==> src/rtl/rtc_regfile_pkg.sv <==
package rtc_regfile_pkg;

  // Number of calendar fields held in the store (indices 0..FIELD_CNT-1)
  localparam int unsigned FIELD_CNT = 7;
  localparam int unsigned FIELD_IW  = 3;

  // Data-port register indices
  localparam logic [7:0] IDX_SEC   = 8'd0;
  localparam logic [7:0] IDX_MIN   = 8'd1;
  localparam logic [7:0] IDX_HOUR  = 8'd2;
  localparam logic [7:0] IDX_WDAY  = 8'd3;
  localparam logic [7:0] IDX_MDAY  = 8'd4;
  localparam logic [7:0] IDX_MON   = 8'd5;
  localparam logic [7:0] IDX_YEAR  = 8'd6;
  localparam logic [7:0] IDX_CTL_A = 8'd8;
  localparam logic [7:0] IDX_CTL_B = 8'd9;
  localparam logic [7:0] IDX_CTL_C = 8'd10;
  localparam logic [7:0] IDX_CTL_D = 8'd11;

  // Fixed read values
  localparam logic [6:0] CTL_A_LOW  = 7'h26;
  localparam logic [7:0] CTL_B_VAL  = 8'h46;
  localparam logic [7:0] CTL_C_VAL  = 8'h00;
  localparam logic [7:0] BAD_READ   = 8'hFF;
  localparam logic [7:0] ADDR_READ  = 8'h00;

  typedef enum logic [1:0] {
    XL_PLAIN,
    XL_MONTH,
    XL_YEAR,
    XL_NONE
  } xlate_e;

  function automatic xlate_e field_xlate(input int unsigned idx);
    if (idx == int'(IDX_MON))       return XL_MONTH;
    else if (idx == int'(IDX_YEAR)) return XL_YEAR;
    else if (idx < FIELD_CNT)       return XL_PLAIN;
    else                            return XL_NONE;
  endfunction

endpackage

==> src/rtl/rtc_tick_gen.sv <==
module rtc_tick_gen #(
  parameter int unsigned TICK_CYCLES = 1000
) (
  input  logic clk,
  input  logic rst,
  output logic tick_o
);

  localparam int unsigned CW = (TICK_CYCLES > 1) ? $clog2(TICK_CYCLES) : 1;
  localparam logic [CW-1:0] LAST = CW'(TICK_CYCLES - 1);

  logic [CW-1:0] cnt_q;
  logic          at_last;

  assign at_last = (cnt_q == LAST);

  always_ff @(posedge clk) begin
    if (rst) begin
      cnt_q  <= '0;
      tick_o <= 1'b0;
    end else begin
      tick_o <= at_last;
      cnt_q  <= at_last ? '0 : cnt_q + 1'b1;
    end
  end

endmodule

==> src/rtl/rtc_prescaler.sv <==
module rtc_prescaler #(
  parameter int unsigned PRESC_W = 10
) (
  input  logic clk,
  input  logic rst,
  input  logic tick_i,
  input  logic clr_i,
  output logic step_o
);

  logic [PRESC_W-1:0] cnt_q;

  // Wrap of the count produces one seconds step; a clear swallows the tick
  assign step_o = tick_i && !clr_i && (&cnt_q);

  always_ff @(posedge clk) begin
    if (rst || clr_i) begin
      cnt_q <= '0;
    end else if (tick_i) begin
      cnt_q <= cnt_q + 1'b1;
    end
  end

endmodule

==> src/rtl/rtc_time_store.sv <==
module rtc_time_store
  import rtc_regfile_pkg::*;
#(
  parameter int unsigned MONTH_BIAS = 1,
  parameter int unsigned YEAR_BIAS  = 52,
  parameter int unsigned YEAR_RESET = 100,
  parameter int unsigned SEC_MOD    = 60
) (
  input  logic                clk,
  input  logic                rst,
  input  logic                wr_i,
  input  logic [FIELD_IW-1:0] wr_idx_i,
  input  logic [7:0]          wr_val_i,
  input  logic                sec_step_i,
  input  logic [FIELD_IW-1:0] rd_idx_i,
  output logic [7:0]          rd_val_o
);

  localparam int unsigned SLOTS = 2 ** FIELD_IW;

  logic [7:0] view [SLOTS];

  for (genvar i = 0; i < SLOTS; i++) begin : g_field
    localparam xlate_e XL = field_xlate(i);
    if (XL == XL_NONE) begin : g_empty
      assign view[i] = '0;
    end else begin : g_reg
      localparam logic [7:0] RST_VAL = (XL == XL_YEAR) ? 8'(YEAR_RESET) : 8'd0;
      logic [7:0] raw_q;
      logic [7:0] wr_conv;
      logic       hit;

      assign hit = wr_i && (wr_idx_i == FIELD_IW'(i));

      always_comb begin
        case (XL)
          XL_MONTH: wr_conv = wr_val_i - 8'(MONTH_BIAS);
          XL_YEAR:  wr_conv = wr_val_i + 8'(YEAR_BIAS);
          default:  wr_conv = wr_val_i;
        endcase
      end

      if (i == int'(IDX_SEC)) begin : g_sec
        logic [8:0] inc;
        assign inc = ({1'b0, raw_q} + 9'd1) % 9'(SEC_MOD);
        always_ff @(posedge clk) begin
          if (rst)             raw_q <= RST_VAL;
          else if (hit)        raw_q <= wr_conv;
          else if (sec_step_i) raw_q <= inc[7:0];
        end
      end else begin : g_plain
        always_ff @(posedge clk) begin
          if (rst)      raw_q <= RST_VAL;
          else if (hit) raw_q <= wr_conv;
        end
      end

      always_comb begin
        case (XL)
          XL_MONTH: view[i] = raw_q + 8'(MONTH_BIAS);
          XL_YEAR:  view[i] = raw_q - 8'(YEAR_BIAS);
          default:  view[i] = raw_q;
        endcase
      end
    end
  end

  assign rd_val_o = view[rd_idx_i];

endmodule

==> src/rtl/rtc_ctl_status.sv <==
module rtc_ctl_status
  import rtc_regfile_pkg::*;
(
  input  logic       clk,
  input  logic       rst,
  input  logic       rd_a_i,
  input  logic [1:0] sel_i,
  output logic [7:0] val_o,
  output logic       bad_o
);

  logic uip_q;

  always_ff @(posedge clk) begin
    if (rst)         uip_q <= 1'b1;
    else if (rd_a_i) uip_q <= ~uip_q;
  end

  always_comb begin
    bad_o = 1'b0;
    case (sel_i)
      2'd0:    val_o = {uip_q, CTL_A_LOW};
      2'd1:    val_o = CTL_B_VAL;
      2'd2:    val_o = CTL_C_VAL;
      default: begin
        val_o = BAD_READ;
        bad_o = 1'b1;
      end
    endcase
  end

endmodule

==> src/rtl/rtc_regfile.sv <==
module rtc_regfile
  import rtc_regfile_pkg::*;
#(
  parameter int unsigned TICK_CYCLES = 1000,
  parameter int unsigned PRESC_W     = 10,
  parameter int unsigned MONTH_BIAS  = 1,
  parameter int unsigned YEAR_BIAS   = 52,
  parameter int unsigned YEAR_RESET  = 100,
  parameter int unsigned SEC_MOD     = 60
) (
  input  logic       clk,
  input  logic       rst,
  input  logic       bus_wr,
  input  logic       bus_rd,
  input  logic       bus_dport,
  input  logic [7:0] bus_wdata,
  output logic [7:0] bus_rdata,
  output logic       bus_rderr,
  output logic       tick_irq
);

  logic [7:0]          addr_q;
  logic                data_wr;
  logic                data_rd;
  logic                is_field;
  logic                is_ctl;
  logic [FIELD_IW-1:0] fidx;
  logic                sec_clr;
  logic                sec_step;
  logic [7:0]          store_val;
  logic [7:0]          ctl_val;
  logic                ctl_bad;
  logic [7:0]          rd_val;
  logic                rd_bad;

  assign data_wr  = bus_wr && bus_dport;
  assign data_rd  = bus_rd && bus_dport;
  assign is_field = (addr_q < 8'(FIELD_CNT));
  assign is_ctl   = (addr_q[7:2] == IDX_CTL_A[7:2]);
  assign fidx     = addr_q[FIELD_IW-1:0];
  assign sec_clr  = data_wr && (addr_q == IDX_SEC);

  always_ff @(posedge clk) begin
    if (rst)                      addr_q <= '0;
    else if (bus_wr && !bus_dport) addr_q <= bus_wdata;
  end

  rtc_tick_gen #(
    .TICK_CYCLES(TICK_CYCLES)
  ) u_tick (
    .clk    (clk),
    .rst    (rst),
    .tick_o (tick_irq)
  );

  rtc_prescaler #(
    .PRESC_W(PRESC_W)
  ) u_presc (
    .clk    (clk),
    .rst    (rst),
    .tick_i (tick_irq),
    .clr_i  (sec_clr),
    .step_o (sec_step)
  );

  rtc_time_store #(
    .MONTH_BIAS (MONTH_BIAS),
    .YEAR_BIAS  (YEAR_BIAS),
    .YEAR_RESET (YEAR_RESET),
    .SEC_MOD    (SEC_MOD)
  ) u_store (
    .clk        (clk),
    .rst        (rst),
    .wr_i       (data_wr && is_field),
    .wr_idx_i   (fidx),
    .wr_val_i   (bus_wdata),
    .sec_step_i (sec_step),
    .rd_idx_i   (fidx),
    .rd_val_o   (store_val)
  );

  rtc_ctl_status u_ctl (
    .clk    (clk),
    .rst    (rst),
    .rd_a_i (data_rd && (addr_q == IDX_CTL_A)),
    .sel_i  (addr_q[1:0]),
    .val_o  (ctl_val),
    .bad_o  (ctl_bad)
  );

  always_comb begin
    if (is_field) begin
      rd_val = store_val;
      rd_bad = 1'b0;
    end else if (is_ctl) begin
      rd_val = ctl_val;
      rd_bad = ctl_bad;
    end else begin
      rd_val = BAD_READ;
      rd_bad = 1'b1;
    end
  end

  always_ff @(posedge clk) begin
    if (rst) begin
      bus_rdata <= '0;
      bus_rderr <= 1'b0;
    end else begin
      bus_rderr <= data_rd && rd_bad;
      if (bus_rd) bus_rdata <= bus_dport ? rd_val : ADDR_READ;
    end
  end

endmodule

==> config.mk <==
export PLATFORM = sky130hd
export DESIGN_NAME = rtc_regfile
export DESIGN_NICKNAME = d
export VERILOG_FILES = /design/src/rtl/rtc_regfile_pkg.sv /design/src/rtl/rtc_tick_gen.sv /design/src/rtl/rtc_prescaler.sv /design/src/rtl/rtc_time_store.sv /design/src/rtl/rtc_ctl_status.sv /design/src/rtl/rtc_regfile.sv
export SDC_FILE = /design/constraint.sdc
export NUM_CORES = 1
export LEC_CHECK = 0
export BUFFER_PORTS_ARGS = -buffer_cell sky130_fd_sc_hd__buf_2
export CAP_MARGIN = 20
export CORE_UTILIZATION = 50
export DETAILED_ROUTE_END_ITERATION = 16
export GPL_TIMING_DRIVEN = 0
export PLACE_DENSITY = 0.67
export SYNTH_ARGS = -nofsm -noshare
export SYNTH_HDL_FRONTEND = slang
export SYNTH_SLANG_ARGS = --single-unit
==> constraint.sdc <==
create_clock -name clk -period 2.7 [get_ports clk]
set_input_delay 0 -clock clk [delete_from_list [all_inputs] [get_ports clk]]
set_output_delay 0 -clock clk [all_outputs]
set_load 0.05 [all_outputs]
==> out/results.ini, run 1 <==
[outcome]
status = finished, final reports clean

[pwr]
peakVddDrop_mv = 0.306
p_total_mw = 2.75
leakagePower_nw = 2.17
power_density_nw_per_um2 = 499

[place]
portBuffers = 18
hpwl_um = 9080
gp_congestion = 0.902
dpl-instance-area_um2 = 5280

[logic_synthesis]
synth_most_common_cell = nor2_1
ys_ff_latch = 95
synth-main-ff-cell = dfxtp_1
ys_types = 68
yosys_warnings = 0
synth_top_area_share_pct = 37.9
synth_common_cells = nor2_1, dfxtp_1, a21oi_1
async_flop_share_pct = 0
synth_edf_count = 0
seq_area_frac_synth_pct = 37.9
avgSynthCellArea_um2 = 8.67
synthTopCellsByArea = dfxtp_1, nor2_1, mux2i_1, xor2_1, xnor2_1
synth_area_um2 = 5020
yosys.area.top_type = dfxtp_1
syn-num-nets = 606
syn-instance-count = 579

[worst_setup_path]
path_class = reg -> reg
arrival_ns = 2.87
critPathBufInv = 1
critPathTopFamily = compound AO/OA/AOI/OAI gates
critPathMaxStageDelay_ns = 0.42
critPathRequiredTime_ns = 2.97
critPathMaxFanout = 9
critPathSlowestCell = dfxtp_4
cp-end-kind = flop
worstPathCellList = ha_1 -> buf_2 -> a21bo_1 -> o32a_1 -> o21ai_2 -> a221oi_2 -> a41oi_2 -> a21boi_2 -> o22ai_1 -> a2111oi_2
critPathLaunchType = flop

[floorplan]
die_area_um2 = 10400
rows = 36
pin_count = 23
dieHeight_um = 102
die_w_um = 102
start_util_pct = 51.6
core_um2 = 9730

[global_route]
antenna_found_initial = 0
overflow = 0
grt_pass1_vias = 3894
track_usage_pct = 25.1
grt_max_degree = 17
grt_pass1_wl_um = 19700

[timing]
hold_viol = 0
fin_crit_ns = 2.59
drv_slew = 0
worst_pin_slew_ns = 0.805
setup_viol = 0
fmax_mhz = 386
max_slew_margin_pct = 46.3
period_share_pct = 96.0
rsz0062_at_grt = true
finClkSkew_ns = 0.0135

[final_layout]
design_area_um2 = 5520
area_growth_pct = 10.0
nNetsFinal = 637
antennaDiodeCount = 0
final_layout_size_suffix_gt1_share_pct = 12.7

[run]
drv_cap = 0

[detailed_routing]
vias = 4179
drtIter0Drc = 189
drt_wl_total_um = 12400
final_antenna_net_count = 0
drt-pass1-iter-count = 4
drc = 0
avgRoutedWirePerCell_um = 16.6
via_per_inst = 5.59

[clocking]
cts_buffer_depth = 2
cts_buffers = 9
worst_skew_pair.late_latency_ns = 0.37
ctsHtreeMaxLevel = 3
cts_sinks = 95
cts.clk_slew.worst_paths_ns = 0.10
cts_tree = built
cts_setup_buffers = 0
root_buffer = clkbuf_8

[hold_path]
hold_path.class = in -> reg

==> worst register-to-register path, delay by kind of cell, from the launching register on <==
kind	cells	cell delay, ns
flops	1	0.42
compound gates	8	1.75
fa+ha+maj	1	0.15
buf+inv	1	0.18
==> registers in the layout, indices dropped and copies added, names as in the netlist <==
signal	count
addr_q	8
u_tick.cnt_q	10
bus_rdata	8
u_presc.cnt_q	10
u_tick.tick_o	1
u_store.g_field.g_reg.raw_q	56
bus_rderr	1
u_ctl.uip_q	1
==> final cells by class <==
cell class	instances	area (um^2)
clock buffers	10	128
flip-flops and latches	95	1910
plain buffers	39	183
well taps	133	166
multi-input cells	430	2910
clock inverters	6	68.8
fillers	932	4210
inverters	15	56.3
repair buffers	20	110
==> per-stage QoR <==
stage	setup TNS (ns)	util, %	hold WS [ns]	setup WS (ns)	instances
4_1_cts	0	56.6	0.0290	0.0550	748
6_report	0	56.8	0.0486	0.107	748
3_5_place_dp	-1.23	54.2	0.340	-0.166	730
3_3_place_gp	-0.544	54.2	0.340	-0.110	730
2_1_floorplan	0	-	0.139	0.288	579
5_1_grt	-0.189	56.8	0.0418	-0.101	748
==> layer usage <==
| metal | share of wire [%] | vias up | track usage, % |
|---|---|---|---|
| li1 | - | 2072 | - |
| met1 | 46 | 1972 | 33.9 |
| met2 | 45 | 115 | 40.7 |
| met3 | 7.0 | 20 | 3.83 |
| met4 | 2.4 | 0 | 9.12 |
| met5 | 0 | - | 0 |
==> where the power goes <==
part           internal (mW)  leakage, nW  total (mW)  switching (mW)
Clock                  0.436       0.0973       0.959           0.523
Sequential              1.43        0.769        1.45          0.0217
Combinational          0.116         1.30       0.346           0.230
Total                   1.98         2.17        2.75           0.775
==> cell usage in the layout, fill, tap and decap left out, types with 3 or more instances in the layout <==
| cell type | n |
|---|---|
| clkbuf_8 | 9 |
| ha_1 | 14 |
| and3_1 | 11 |
| nor3_1 | 9 |
| nor2_1 | 118 |
| a211o_1 | 4 |
| nor3b_1 | 3 |
| a211oi_2 | 3 |
| a21oi_1 | 36 |
| nor2_2 | 3 |
| xnor2_1 | 22 |
| mux4_2 | 8 |
| nand2b_1 | 3 |
| a221o_1 | 3 |
| a31oi_1 | 3 |
| dfxtp_1 | 94 |
| nand2_1 | 28 |
| clkbuf_1 | 26 |
| inv_1 | 15 |
| nand4_1 | 5 |
| nand3_1 | 21 |
| o21ai_0 | 18 |
| nor2b_1 | 3 |
| o221ai_1 | 4 |
| a211oi_1 | 5 |
| buf_2 | 24 |
| mux2i_1 | 32 |
| xor2_1 | 22 |
| a22oi_1 | 7 |
==> final timing paths <==
check,startpoint,to,slack [ns],cells after the start
worst max-delay path,u_store.g_field[0].g_reg.raw_q[1],u_store.g_field[0].g_reg.raw_q[3],0.11,10
worst min-delay path,bus_rd,u_ctl.uip_q,0.05,4
worst max register to register,u_store.g_field[0].g_reg.raw_q[1],u_store.g_field[0].g_reg.raw_q[3],0.11,10
worst min register to register,u_tick.cnt_q[0],u_tick.cnt_q[0],0.45,1
==> kinds of logic (layout without fill, tap and decap cells) <==
kind of cell	count (synthesis)	in the layout	synth area share, %
and+or+nand+nor	221	221	20.4
AOI/OAI and AO/OA	107	107	14.9
DFF	95	95	37.9
buffers and inverters	54	90	4.71
xor gates and xnor gates	46	46	8.18
muxes	41	41	10.2
adders and majority gates	15	15	3.69
==> what timing repair did <==
action / 4_1_cts / 5_1_grt
setup endpoints to repair: 16 / 14
hold endpoints to repair: 6 / 0
hold buffers: 2 / 0
resized for setup: 3 / 4
Power figures use the tool's default switching activity.
==> inputs of run 2 (changes only) <==
--- a/config.mk
+++ b/config.mk
@@ -8,6 +8,7 @@
 export BUFFER_PORTS_ARGS = -buffer_cell sky130_fd_sc_hd__buf_2
 export CAP_MARGIN = 20
 export CORE_UTILIZATION = 50
+export CTS_BUF_LIST = sky130_fd_sc_hd__clkbuf_4
 export DETAILED_ROUTE_END_ITERATION = 16
 export GPL_TIMING_DRIVEN = 0
 export PLACE_DENSITY = 0.67
==> run 2 against run 1 <==
Count of clock-buffer cells in the layout is the same. Critical path depth shrank 2. Clock skew grew 0.0074 ns. Flip-flop and latch count is the same. Via count is essentially flat. Core utilization shrank 0.13 points. Sequential share of layout area grew 0.078 points. First-iteration DRC count grew 14%. Critical path type unchanged. Critical endpoint is now u_store.g_field[0].g_reg.raw_q[4]. Largest power group unchanged. Highest routed layer unchanged.
==> out/results.ini, run 2 (synthesis results as in run 1) <==
[global_route]
track_usage_pct = 25.3  ; +0.15 points
antenna_found_initial = 0  ; unchanged
grt_pass1_wl_um = 19700  ; +0.28%
grt_max_degree = 17  ; unchanged
grt_pass1_vias = 3896  ; +0.051%
overflow = 0  ; unchanged

[clocking]
worst_skew_pair.late_latency_ns = 0.47  ; +0.10 ns
cts_buffer_depth = 2  ; unchanged
cts_buffers = 9  ; unchanged
cts_tree = built
ctsHtreeMaxLevel = 3  ; unchanged
cts_sinks = 95  ; unchanged
cts.clk_slew.worst_paths_ns = 0.15  ; +0.05 ns
root_buffer = clkbuf_4

[floorplan]
die_area_um2 = 10400  ; unchanged
start_util_pct = 51.6  ; unchanged
rows = 36  ; unchanged
core_um2 = 9730  ; unchanged
pin_count = 23  ; unchanged
dieHeight_um = 102  ; unchanged
die_w_um = 102  ; unchanged

[final_layout]
layout_common_cells = nor2_1, dfxtp_1, a21oi_1
multi_input_area_um2 = 2920  ; +0.43%
top_register = u_store.g_field.g_reg.raw_q
nNetsFinal = 640  ; +0.47%
final-seq-area_um2 = 1910  ; unchanged
reg_top3 = u_store.g_field.g_reg.raw_q x56, u_presc.cnt_q x10, u_tick.cnt_q x10
area_growth_pct = 9.77
final_common_cell = nor2_1
final_layout_size_suffix_gt1_share_pct = 13.3  ; +0.59 points
largest_register_ffs = 56  ; unchanged
antennaDiodeCount = 0  ; unchanged
fillCellCount = 939  ; +0.75%

[worst_setup_path]
critPathMaxFanout = 10  ; +1
critPathLaunchType = flop
regToRegEndpoint = u_store.g_field[0].g_reg.raw_q[4]
arrival_ns = 2.89  ; +0.02 ns
reg2reg_slack_ns = 0.15  ; +0.05 ns
path_class = reg -> reg
r2r_cells = 8  ; -2
reg2reg_from = u_store.g_field[0].g_reg.raw_q[5]
critPathRequiredTime_ns = 3.04  ; +0.07 ns
cp-end-kind = flop

[detailed_routing]
drtIter0Drc = 216  ; +14%
vias = 4180  ; +0.024%
drc = 0  ; unchanged
via_per_inst = 5.57  ; -0.38%
drt_wl_total_um = 12400  ; +0.33%
avgRoutedWirePerCell_um = 16.5  ; about the same
drt-pass1-iter-count = 7  ; +3
final_antenna_net_count = 0  ; unchanged

[timing]
setup_viol = 0  ; unchanged
hold_viol = 0  ; unchanged
rsz0062_at_grt = false
period_share_pct = 94.3  ; -1.7 points
finClkSkew_ns = 0.0208  ; +0.00735 ns
drv_slew = 0  ; unchanged
hold_ws_ns = 0.0384  ; -0.0102 ns
fin_crit_ns = 2.55  ; -0.0455 ns
worst_pin_slew_ns = 0.754  ; -0.0518 ns
fmax_mhz = 393  ; +1.8%
max_slew_margin_pct = 49.8  ; +3.5 points
worst_slack_ns = 0.153  ; +0.0455 ns

[hold_path]
worstHoldEndpoint = u_store.g_field[6].g_reg.raw_q[6]
holdPathStages = 5  ; +1
worstHoldStart = bus_wdata[5]
hold_path.class = in -> reg

[place]
portBuffers = 18  ; unchanged
hpwl_um = 9080  ; unchanged
gp_congestion = 0.902  ; unchanged
dp_slack_ns = -0.166  ; unchanged

[pwr]
power_density_nw_per_um2 = 474  ; -5.0%
leakagePower_nw = 2.17  ; +0.19%
peakVddDrop_mv = 0.268  ; -12%

[run]
drv_cap = 0  ; unchanged

[outcome]
status = finished, final reports clean

## run 2: cell types whose count changed in the layout (fill, tap and decap cells not counted), sizes merged
cell         before  now
buf              30   31
dlygate4sd3       2    3
clkbuf           37   38
## run 2: layer usage
metal  global-route usage [%]  part of all wire (%)  up-vias
met1                     34.1                    47     1999
met5                        0                     0        -
met3                     4.86                   4.5       21
met4                     8.13                   2.1        0
li1                         -                     -     2072
met2                     40.7                    46       88
## run 2: metrics by stage
| stage | area (um^2) | std cells | utilization (%) | power, mW | setup TNS, ns |
|---|---|---|---|---|---|
| floorplan | 5020 | 579 | - | 1.72 | 0 |
| CTS | 5470 | 749 | 56.2 | 2.61 | 0 |
| detailed placement | 5280 | 730 | 54.2 | 1.82 | -1.23 |
| global route | 5510 | 751 | 56.6 | 2.72 | 0 |
| global placement | 5280 | 730 | 54.2 | 1.81 | -0.544 |
| finish | 5510 | 751 | 56.6 | 2.61 | 0 |
## run 2: power by group
group	switching [mW]	internal [mW]	leakage [nW]
Combinational	0.233	0.120	1.33
Clock	0.507	0.300	0.0774
Sequential	0.0192	1.43	0.769
Total	0.759	1.85	2.17
## run 2: worst max path at each step
| stage | start | to | cells past startpoint |
|---|---|---|---|
| 2_1_floorplan | u_store.g_field[0].g_reg.raw_q[1] | u_store.g_field[0].g_reg.raw_q[3] | 10 |
| 3_3_place_gp | addr_q[1] | u_store.g_field[0].g_reg.raw_q[2] | 8 |
| 3_5_place_dp | u_store.g_field[0].g_reg.raw_q[1] | u_store.g_field[0].g_reg.raw_q[2] | 10 |
| 4_1_cts | u_store.g_field[0].g_reg.raw_q[1] | u_store.g_field[0].g_reg.raw_q[3] | 10 |
| 5_1_grt | u_store.g_field[0].g_reg.raw_q[1] | u_store.g_field[0].g_reg.raw_q[3] | 10 |
| 6_report | u_store.g_field[0].g_reg.raw_q[5] | u_store.g_field[0].g_reg.raw_q[4] | 8 |
## run 2: critical path: stages, from the launching register on
cell and delay, ns:
dfxtp_1 0.39, buf_1 0.45, nor4_1 0.14, o31a_1 0.39, a221oi_2 0.29, a41oi_2 0.09, nor3b_1 0.21, o31ai_1 0.32
nand3_1 0.14
## run 2: timing repair
action,in CTS,in global routing
hold buffers,3,0
setup buffers,0,2
pin swaps,0,0
endpoints found under the hold margin,10,0
endpoints found under the setup margin,16,15
gates cloned,0,0
gates resized for setup,3,7
## run 2: final cells by class
cell class	instances	share of cell area, %
clock inverter	6	1.25
buffer	39	3.36
inverter	15	1.02
sequential	95	34.6
timing repair buffer	23	2.45
multi-input combinational	430	53.0
clock buffer	10	1.36
tap	133	3.02
